[src/rtl/aclink_rx_pkg.sv]
package aclink_rx_pkg;
  localparam int TAG_BITS  = 16;
  localparam int SLOT_BITS = 20;
  localparam int NUM_SLOTS = 12;
  localparam int IDX_W     = 7;
  localparam int DATA_W    = 16;
  localparam int PCM_W     = 18;
  // slot numbers that carry decoded content
  localparam int SLOT_ADDR = 1;
  localparam int SLOT_DATA = 2;
  localparam int SLOT_PCM0 = 3;
  localparam int NUM_CH    = 2;
endpackage

[src/rtl/aclink_frame_timer.sv]
module aclink_frame_timer #(
  parameter int TAG_BITS  = aclink_rx_pkg::TAG_BITS,
  parameter int SLOT_BITS = aclink_rx_pkg::SLOT_BITS,
  parameter int NUM_SLOTS = aclink_rx_pkg::NUM_SLOTS,
  localparam int SLOT_W   = $clog2(NUM_SLOTS + 1),
  localparam int MAX_LEN  = (TAG_BITS > SLOT_BITS) ? TAG_BITS : SLOT_BITS,
  localparam int BIT_W    = $clog2(MAX_LEN)
) (
  input  logic              clk_i,
  input  logic              rst_ni,
  input  logic              sync_i,
  output logic              sample_o,
  output logic              last_o,
  output logic [SLOT_W-1:0] slot_o
);
  logic              sync_q, sync_rise, active_q;
  logic [SLOT_W-1:0] slot_q;
  logic [BIT_W-1:0]  bit_q, end_bit;

  assign sync_rise = sync_i & ~sync_q;
  assign end_bit   = (slot_q == '0) ? BIT_W'(TAG_BITS - 1) : BIT_W'(SLOT_BITS - 1);
  // the sample taken with the strobe edge belongs to no frame
  assign sample_o  = active_q & ~sync_rise;
  assign last_o    = sample_o & (bit_q == end_bit);
  assign slot_o    = slot_q;

  always_ff @(posedge clk_i or negedge rst_ni) begin
    if (!rst_ni) begin
      sync_q   <= 1'b0;
      active_q <= 1'b0;
      slot_q   <= '0;
      bit_q    <= '0;
    end else begin
      sync_q <= sync_i;
      if (sync_rise) begin
        active_q <= 1'b1;
        slot_q   <= '0;
        bit_q    <= '0;
      end else if (sample_o) begin
        if (last_o) begin
          bit_q <= '0;
          if (slot_q == SLOT_W'(NUM_SLOTS)) begin
            active_q <= 1'b0;
            slot_q   <= '0;
          end else begin
            slot_q <= slot_q + 1'b1;
          end
        end else begin
          bit_q <= bit_q + 1'b1;
        end
      end
    end
  end

  a_r9_slot_range: assert property (@(posedge clk_i) disable iff (!rst_ni)
    slot_q <= SLOT_W'(NUM_SLOTS));
  a_r9_stop_after_frame: assert property (@(posedge clk_i) disable iff (!rst_ni)
    (last_o && slot_q == SLOT_W'(NUM_SLOTS)) |=> !sample_o);
  a_r1_restart: assert property (@(posedge clk_i) disable iff (!rst_ni)
    (sync_i && !sync_q) |-> !last_o);
endmodule

[src/rtl/aclink_slot_shifter.sv]
module aclink_slot_shifter #(
  parameter int W = aclink_rx_pkg::SLOT_BITS
) (
  input  logic         clk_i,
  input  logic         rst_ni,
  input  logic         shift_i,
  input  logic         bit_i,
  output logic [W-1:0] word_o
);
  logic [W-2:0] sh_q;

  // word includes the bit being sampled this cycle
  assign word_o = {sh_q, bit_i};

  always_ff @(posedge clk_i or negedge rst_ni) begin
    if (!rst_ni)      sh_q <= '0;
    else if (shift_i) sh_q <= word_o[W-2:0];
  end
endmodule

[src/rtl/aclink_slot_dispatch.sv]
module aclink_slot_dispatch #(
  parameter int TAG_BITS  = aclink_rx_pkg::TAG_BITS,
  parameter int SLOT_BITS = aclink_rx_pkg::SLOT_BITS,
  parameter int NUM_SLOTS = aclink_rx_pkg::NUM_SLOTS,
  parameter int IDX_W     = aclink_rx_pkg::IDX_W,
  parameter int DATA_W    = aclink_rx_pkg::DATA_W,
  parameter int PCM_W     = aclink_rx_pkg::PCM_W,
  parameter int NUM_CH    = aclink_rx_pkg::NUM_CH,
  localparam int SLOT_W   = $clog2(NUM_SLOTS + 1),
  localparam int FV_BIT   = TAG_BITS - 1
) (
  input  logic                         clk_i,
  input  logic                         rst_ni,
  input  logic                         last_i,
  input  logic [SLOT_W-1:0]            slot_i,
  input  logic [SLOT_BITS-1:0]         word_i,
  output logic                         req_valid_o,
  output logic                         req_rd_o,
  output logic [IDX_W-1:0]             req_idx_o,
  output logic [DATA_W-1:0]            req_wdata_o,
  output logic [NUM_CH-1:0]            pcm_valid_o,
  output logic [NUM_CH-1:0][PCM_W-1:0] pcm_o
);
  import aclink_rx_pkg::*;

  logic [TAG_BITS-1:0] tag_q;
  logic                pend_wr_q;
  logic [IDX_W-1:0]    idx_hold_q;
  logic                frame_ok, ev_tag, ev_addr, ev_data, rw_bit;
  logic                unused_bits;

  assign frame_ok    = tag_q[FV_BIT];
  assign ev_tag      = last_i && (slot_i == '0);
  assign ev_addr     = last_i && (slot_i == SLOT_W'(SLOT_ADDR));
  assign ev_data     = last_i && (slot_i == SLOT_W'(SLOT_DATA));
  assign rw_bit      = word_i[SLOT_BITS-1];
  assign unused_bits = ^word_i;

  always_ff @(posedge clk_i or negedge rst_ni) begin
    if (!rst_ni) begin
      tag_q       <= '0;
      pend_wr_q   <= 1'b0;
      idx_hold_q  <= '0;
      req_valid_o <= 1'b0;
      req_rd_o    <= 1'b0;
      req_idx_o   <= '0;
      req_wdata_o <= '0;
    end else begin
      req_valid_o <= 1'b0;
      if (ev_tag) begin
        tag_q     <= word_i[TAG_BITS-1:0];
        pend_wr_q <= 1'b0;
      end
      if (ev_addr && frame_ok && tag_q[FV_BIT-SLOT_ADDR]) begin
        if (rw_bit) begin
          req_valid_o <= 1'b1;
          req_rd_o    <= 1'b1;
          req_idx_o   <= word_i[SLOT_BITS-2 -: IDX_W];
          req_wdata_o <= '0;
        end else if (tag_q[FV_BIT-SLOT_DATA]) begin
          pend_wr_q  <= 1'b1;
          idx_hold_q <= word_i[SLOT_BITS-2 -: IDX_W];
        end
      end
      if (ev_data && pend_wr_q) begin
        pend_wr_q   <= 1'b0;
        req_valid_o <= 1'b1;
        req_rd_o    <= 1'b0;
        req_idx_o   <= idx_hold_q;
        req_wdata_o <= word_i[SLOT_BITS-1 -: DATA_W];
      end
    end
  end

  for (genvar ch = 0; ch < NUM_CH; ch++) begin : g_ch
    localparam int SL = SLOT_PCM0 + ch;
    logic ev_pcm;
    assign ev_pcm = last_i && (slot_i == SLOT_W'(SL));

    always_ff @(posedge clk_i or negedge rst_ni) begin
      if (!rst_ni) begin
        pcm_valid_o[ch] <= 1'b0;
        pcm_o[ch]       <= '0;
      end else begin
        pcm_valid_o[ch] <= 1'b0;
        if (ev_pcm && frame_ok && tag_q[FV_BIT-SL]) begin
          pcm_valid_o[ch] <= 1'b1;
          pcm_o[ch]       <= word_i[SLOT_BITS-1 -: PCM_W];
        end
      end
    end

    a_r10_pcm_pulse: assert property (@(posedge clk_i) disable iff (!rst_ni)
      pcm_valid_o[ch] |=> !pcm_valid_o[ch]);
    a_r3_pcm_tagged: assert property (@(posedge clk_i) disable iff (!rst_ni)
      pcm_valid_o[ch] |-> (tag_q[FV_BIT] && tag_q[FV_BIT-SL]));
  end

  a_r10_req_pulse: assert property (@(posedge clk_i) disable iff (!rst_ni)
    req_valid_o |=> !req_valid_o);
  a_r5_write_tagged: assert property (@(posedge clk_i) disable iff (!rst_ni)
    (req_valid_o && !req_rd_o) |->
      (tag_q[FV_BIT] && tag_q[FV_BIT-SLOT_ADDR] && tag_q[FV_BIT-SLOT_DATA]));
  a_r4_read_no_data: assert property (@(posedge clk_i) disable iff (!rst_ni)
    (req_valid_o && req_rd_o) |-> (req_wdata_o == '0));
  a_r6_pend_needs_data: assert property (@(posedge clk_i) disable iff (!rst_ni)
    pend_wr_q |-> tag_q[FV_BIT-SLOT_DATA]);
endmodule

[src/rtl/aclink_rx_deframer.sv]
module aclink_rx_deframer #(
  parameter int TAG_BITS  = aclink_rx_pkg::TAG_BITS,
  parameter int SLOT_BITS = aclink_rx_pkg::SLOT_BITS,
  parameter int NUM_SLOTS = aclink_rx_pkg::NUM_SLOTS,
  parameter int IDX_W     = aclink_rx_pkg::IDX_W,
  parameter int DATA_W    = aclink_rx_pkg::DATA_W,
  parameter int PCM_W     = aclink_rx_pkg::PCM_W,
  localparam int SLOT_W   = $clog2(NUM_SLOTS + 1),
  localparam int NUM_CH   = aclink_rx_pkg::NUM_CH
) (
  input  logic              clk_i,
  input  logic              rst_ni,
  input  logic              sync_i,
  input  logic              sdata_i,
  output logic              req_valid_o,
  output logic              req_rd_o,
  output logic [IDX_W-1:0]  req_idx_o,
  output logic [DATA_W-1:0] req_wdata_o,
  output logic              pcm_l_valid_o,
  output logic [PCM_W-1:0]  pcm_l_o,
  output logic              pcm_r_valid_o,
  output logic [PCM_W-1:0]  pcm_r_o
);
  logic                         sample, last;
  logic [SLOT_W-1:0]            slot;
  logic [SLOT_BITS-1:0]         word;
  logic [NUM_CH-1:0]            pcm_valid;
  logic [NUM_CH-1:0][PCM_W-1:0] pcm;

  aclink_frame_timer #(
    .TAG_BITS(TAG_BITS), .SLOT_BITS(SLOT_BITS), .NUM_SLOTS(NUM_SLOTS)
  ) u_timer (
    .clk_i(clk_i), .rst_ni(rst_ni), .sync_i(sync_i),
    .sample_o(sample), .last_o(last), .slot_o(slot)
  );

  aclink_slot_shifter #(.W(SLOT_BITS)) u_shift (
    .clk_i(clk_i), .rst_ni(rst_ni), .shift_i(sample), .bit_i(sdata_i), .word_o(word)
  );

  aclink_slot_dispatch #(
    .TAG_BITS(TAG_BITS), .SLOT_BITS(SLOT_BITS), .NUM_SLOTS(NUM_SLOTS),
    .IDX_W(IDX_W), .DATA_W(DATA_W), .PCM_W(PCM_W), .NUM_CH(NUM_CH)
  ) u_disp (
    .clk_i(clk_i), .rst_ni(rst_ni), .last_i(last), .slot_i(slot), .word_i(word),
    .req_valid_o(req_valid_o), .req_rd_o(req_rd_o), .req_idx_o(req_idx_o),
    .req_wdata_o(req_wdata_o), .pcm_valid_o(pcm_valid), .pcm_o(pcm)
  );

  assign pcm_l_valid_o = pcm_valid[0];
  assign pcm_r_valid_o = pcm_valid[1];
  assign pcm_l_o       = pcm[0];
  assign pcm_r_o       = pcm[1];
endmodule

[config.mk]
export PLATFORM = sky130hd
export DESIGN_NAME = aclink_rx_deframer
export DESIGN_NICKNAME = d
export VERILOG_FILES = /design/src/rtl/aclink_rx_pkg.sv /design/src/rtl/aclink_frame_timer.sv /design/src/rtl/aclink_slot_shifter.sv /design/src/rtl/aclink_slot_dispatch.sv /design/src/rtl/aclink_rx_deframer.sv
export SDC_FILE = /design/constraint.sdc
export NUM_CORES = 1
export LEC_CHECK = 0
export ABC_AREA = 1
export CAP_MARGIN = 10
export CELL_PAD_IN_SITES_DETAIL_PLACEMENT = 0
export CELL_PAD_IN_SITES_GLOBAL_PLACEMENT = 1
export CORE_ASPECT_RATIO = 1.25
export CORE_UTILIZATION = 44
export DETAILED_ROUTE_END_ITERATION = 8
export DONT_BUFFER_PORTS = 1
export GPL_ROUTABILITY_DRIVEN = 0
export GPL_TIMING_DRIVEN = 0
export MAX_ROUTING_LAYER = met4
export PLACE_DENSITY_LB_ADDON = 0.25
export SYNTH_ARGS = -nofsm -noshare
export SYNTH_HDL_FRONTEND = slang
export SYNTH_SLANG_ARGS = --single-unit
[constraint.sdc]
create_clock -name clk_i -period 1.5 [get_ports clk_i]
set_input_delay 0.075 -clock clk_i [delete_from_list [all_inputs] [get_ports clk_i]]
set_output_delay 0.075 -clock clk_i [all_outputs]
set_load 0.02 [all_outputs]
==> results.txt <==
die area -> 0.0109 mm^2
Pwr Density -> 1150 mW/mm^2
slowest cell delay on critical path -> 0.41 ns
Slowest-stage cell, CP -> dfrtp_1
Fill cells -> 867
Post-Layout Cell Count -> 637
Critical Path Most Common Cell -> nand2_4
Ys Warns -> 0
failing checks -> negative hold slack, negative setup slack
starting density of the core -> 0.455
Synth Cell Area -> 0.00462 mm^2
grt total ovfl -> 0
Worst-Margin Slew -> 0.359 ns
#FFs+latches synth -> 106
Synth cell types -> 28
share of cells above drive strength 1 -> 0.368
largest vdd supply drop -> 0.000662 V
Worst EP required -> 1.74 ns
largest net degree at the start of global routing -> 107
Final Setup Violations -> 76
area of the core -> 0.0102 mm^2
cell taking the most area after synthesis -> dfrtp_1
clock-pin slew on the worst setup and hold paths -> 0.07 ns
Clock Tree Buf Depth -> 2
Clk Latency, worst-skew pair -> 0.35 ns
initial antenna violation count -> 0
nets@finish -> 512
WHS -> -0.582 ns
Die Y -> 117 um
Vias -> 3259
Max Fclk -> 588 MHz
syn avg cell area -> 10.0 um^2
Area Growth Syn to Fin -> 26.5%
DRC viols -> 0
skew final -> 0.00848 ns
vias in the first global route -> 3344
1st-iter DRT viols -> 157
setup_tns -> -9.79 ns
std cell rows -> 41
# Max-Cap Violations -> 0
Max Slew Vio Count -> 0
CP max FO -> 9
HP Class -> in2async
post-route ant nets -> 0
Num CTS Buffers -> 9
hold buffer count at CTS -> 2
Detailed Route WL -> 11.2 mm
via/cell ratio -> 5.12
router iterations before antenna repair -> 4
Finished Core Util -> 0.576
Ant. Diodes -> 0
Routed wire per std cell -> 17.6 um
Final Cycle Share -> 1.13
die width -> 93.7 um
# IOs -> 67
Total GRT Usage -> 0.221
gate count of the mapped netlist -> 462
Crit. End Element -> flip-flop
Startpoint Class -> flip-flop
RSZ-0062 raised after global routing -> true
Buffers on Ports -> 0
CP arrival -> 1.94 ns
sequential share of the synthesized area -> 0.574
Pleak -> 2.81 nW
Mapped Nets -> 471
Place WS -> -0.292 ns
global-route wire length before repair -> 17.5 mm
CTS tree -> done
Rel. slew slack -> 0.759
CP Class -> reg2reg
CTS HTree Levels -> 3
CTS Root Cell -> clkbuf_16
detailed placer's ending HPWL -> 7.35 mm
crit path cell chain -> inv_2, ha_4, nand3_4, nand2_4, nand2_4, nor2_8, nand2_8, clkbuf_16, nand2_4, o21ai_2
final hold viol count -> 106
setup ws final -> -0.201 ns
top-area cell type share of the netlist area -> 0.574
min cycle time layout -> 1.70 ns
Sink Count -> 106
DP Cell Count -> 591
outcome -> finished with violations
top post-synthesis cells by area -> dfrtp_1 57%, nand2_1 12%, o21ai_2 8.1%
[Yosys cell counts]
library cell,count
a21oi_1,3
a21oi_2,2
buf_1,1
buf_2,6
buf_6,9
clkbuf_1,3
dfrtp_1,106
ha_1,5
inv_1,32
inv_2,5
nand2_1,143
nand2_2,3
nand2_4,4
nand3_1,33
nand3_2,1
nand3_4,1
nand4_1,9
nand4_4,2
nor2_1,9
nor2_2,2
nor2_4,2
nor2_8,3
nor3_1,2
o21ai_0,24
o21ai_1,4
o21ai_2,43
or2_2,1
xor2_1,4
[stage by stage]
stage               instance area [um^2]  hold WS [ns]  power (W)
floorplan                           4680        -0.221    0.00381
global placement                    4850        -0.215    0.00400
detailed placement                  4850        -0.215    0.00402
CTS                                 5490        -0.591    0.00667
global route                        5850        -0.599    0.00697
finish                              5850        -0.582    0.00670
[flip-flops by register name, indices dropped and copies added, names as in the netlist]
name,flops
u_timer.bit_q,5
u_disp.idx_hold_q,7
u_disp.req_idx_o,7
u_disp.pend_wr_q,1
u_timer.sync_q,1
u_shift.sh_q,19
u_disp.req_wdata_o,16
u_timer.active_q,1
u_disp.req_valid_o,1
u_disp.pcm_valid_o,2
u_disp.pcm_o,36
u_timer.slot_o,4
u_disp.tag_q,5
u_disp.req_rd_o,1
[power breakdown]
| part | switching [W] | total (W) | internal, W |
|---|---|---|---|
| sequential | 0.000213 | 0.00327 | 0.00306 |
| combinational | 0.000550 | 0.000835 | 0.000285 |
| clock | 0.00112 | 0.00260 | 0.00148 |
[cells by family (layout without fill, tap and decap cells)]
group / after synthesis / after routing / share of synthesized area
compound gates: 76 / 76 / 0.119
xor+xnor: 4 / 4 / 0.00758
fa+ha+maj: 5 / 5 / 0.0135
buf+inv: 56 / 102 / 0.0617
flops: 106 / 106 / 0.574
simple gates: 215 / 215 / 0.224
[critical path, delay by kind of cell (launching register included)]
family,cells,cell delay (ns)
compound gates,1,0.05
fa+ha+maj,1,0.16
buf+inv,2,0.31
flops,1,0.41
simple gates,6,0.65
[routing by layer]
| metal | vias to the layer above | wire length [um] | global-route usage |
|---|---|---|---|
| li1 | 1577 | - | - |
| met1 | 1597 | 4760 | 0.264 |
| met2 | 69 | 5680 | 0.365 |
| met3 | 16 | 586 | 0.0527 |
| met4 | 0 | 191 | 0.0810 |
| met5 | - | 0 | - |
[layout make-up]
cell class                 count  area, um^2  area share
inverter                      37         141      0.0242
sequential                   106        2650       0.454
multi-input combinational    300        2000       0.342
clock buffer                   9         225      0.0385
clock inverter                 7         101      0.0173
timing repair buffer          30         330      0.0565
buffer                        19         233      0.0398
tap                          129         161      0.0276
[path summary, 6_finish.rpt]
path                       depth (start not counted)              start  slack, ns          endpoint
max                                               10  u_timer.slot_o[1]      -0.20  u_disp.pcm_o[23]
min                                                0             rst_ni      -0.58    u_timer.sync_q
max reg2reg                                       10  u_timer.slot_o[1]      -0.20  u_disp.pcm_o[23]
min reg2reg                                        2    u_shift.sh_q[0]       0.49   u_shift.sh_q[0]
max in group asynchronous                          0             rst_ni       1.87  u_timer.bit_q[2]
min in group clk_i                                 3            sdata_i       0.40   u_shift.sh_q[0]
[cell usage in the layout (no fill, tap or decap), types with 13 or more instances in the layout]
cell type,instances
nand3_1,27
buf_4,17
buf_6,14
o21ai_2,45
clkbuf_16,13
inv_1,28
dfrtp_1,106
nand2_2,26
nand2_4,17
o21ai_0,19
nand2_1,102
[repair_timing]
| item | in CTS | in global routing |
|---|---|---|
| endpoints found under the setup margin | 85 | 95 |
| gates cloned | 2 | 4 |
| resized for setup | 45 | 62 |
| buffers inserted | 17 | 5 |
| endpoints found under the hold margin | 112 | 106 |
| pin swaps | 5 | 2 |
Power figures use the tool's default switching activity.
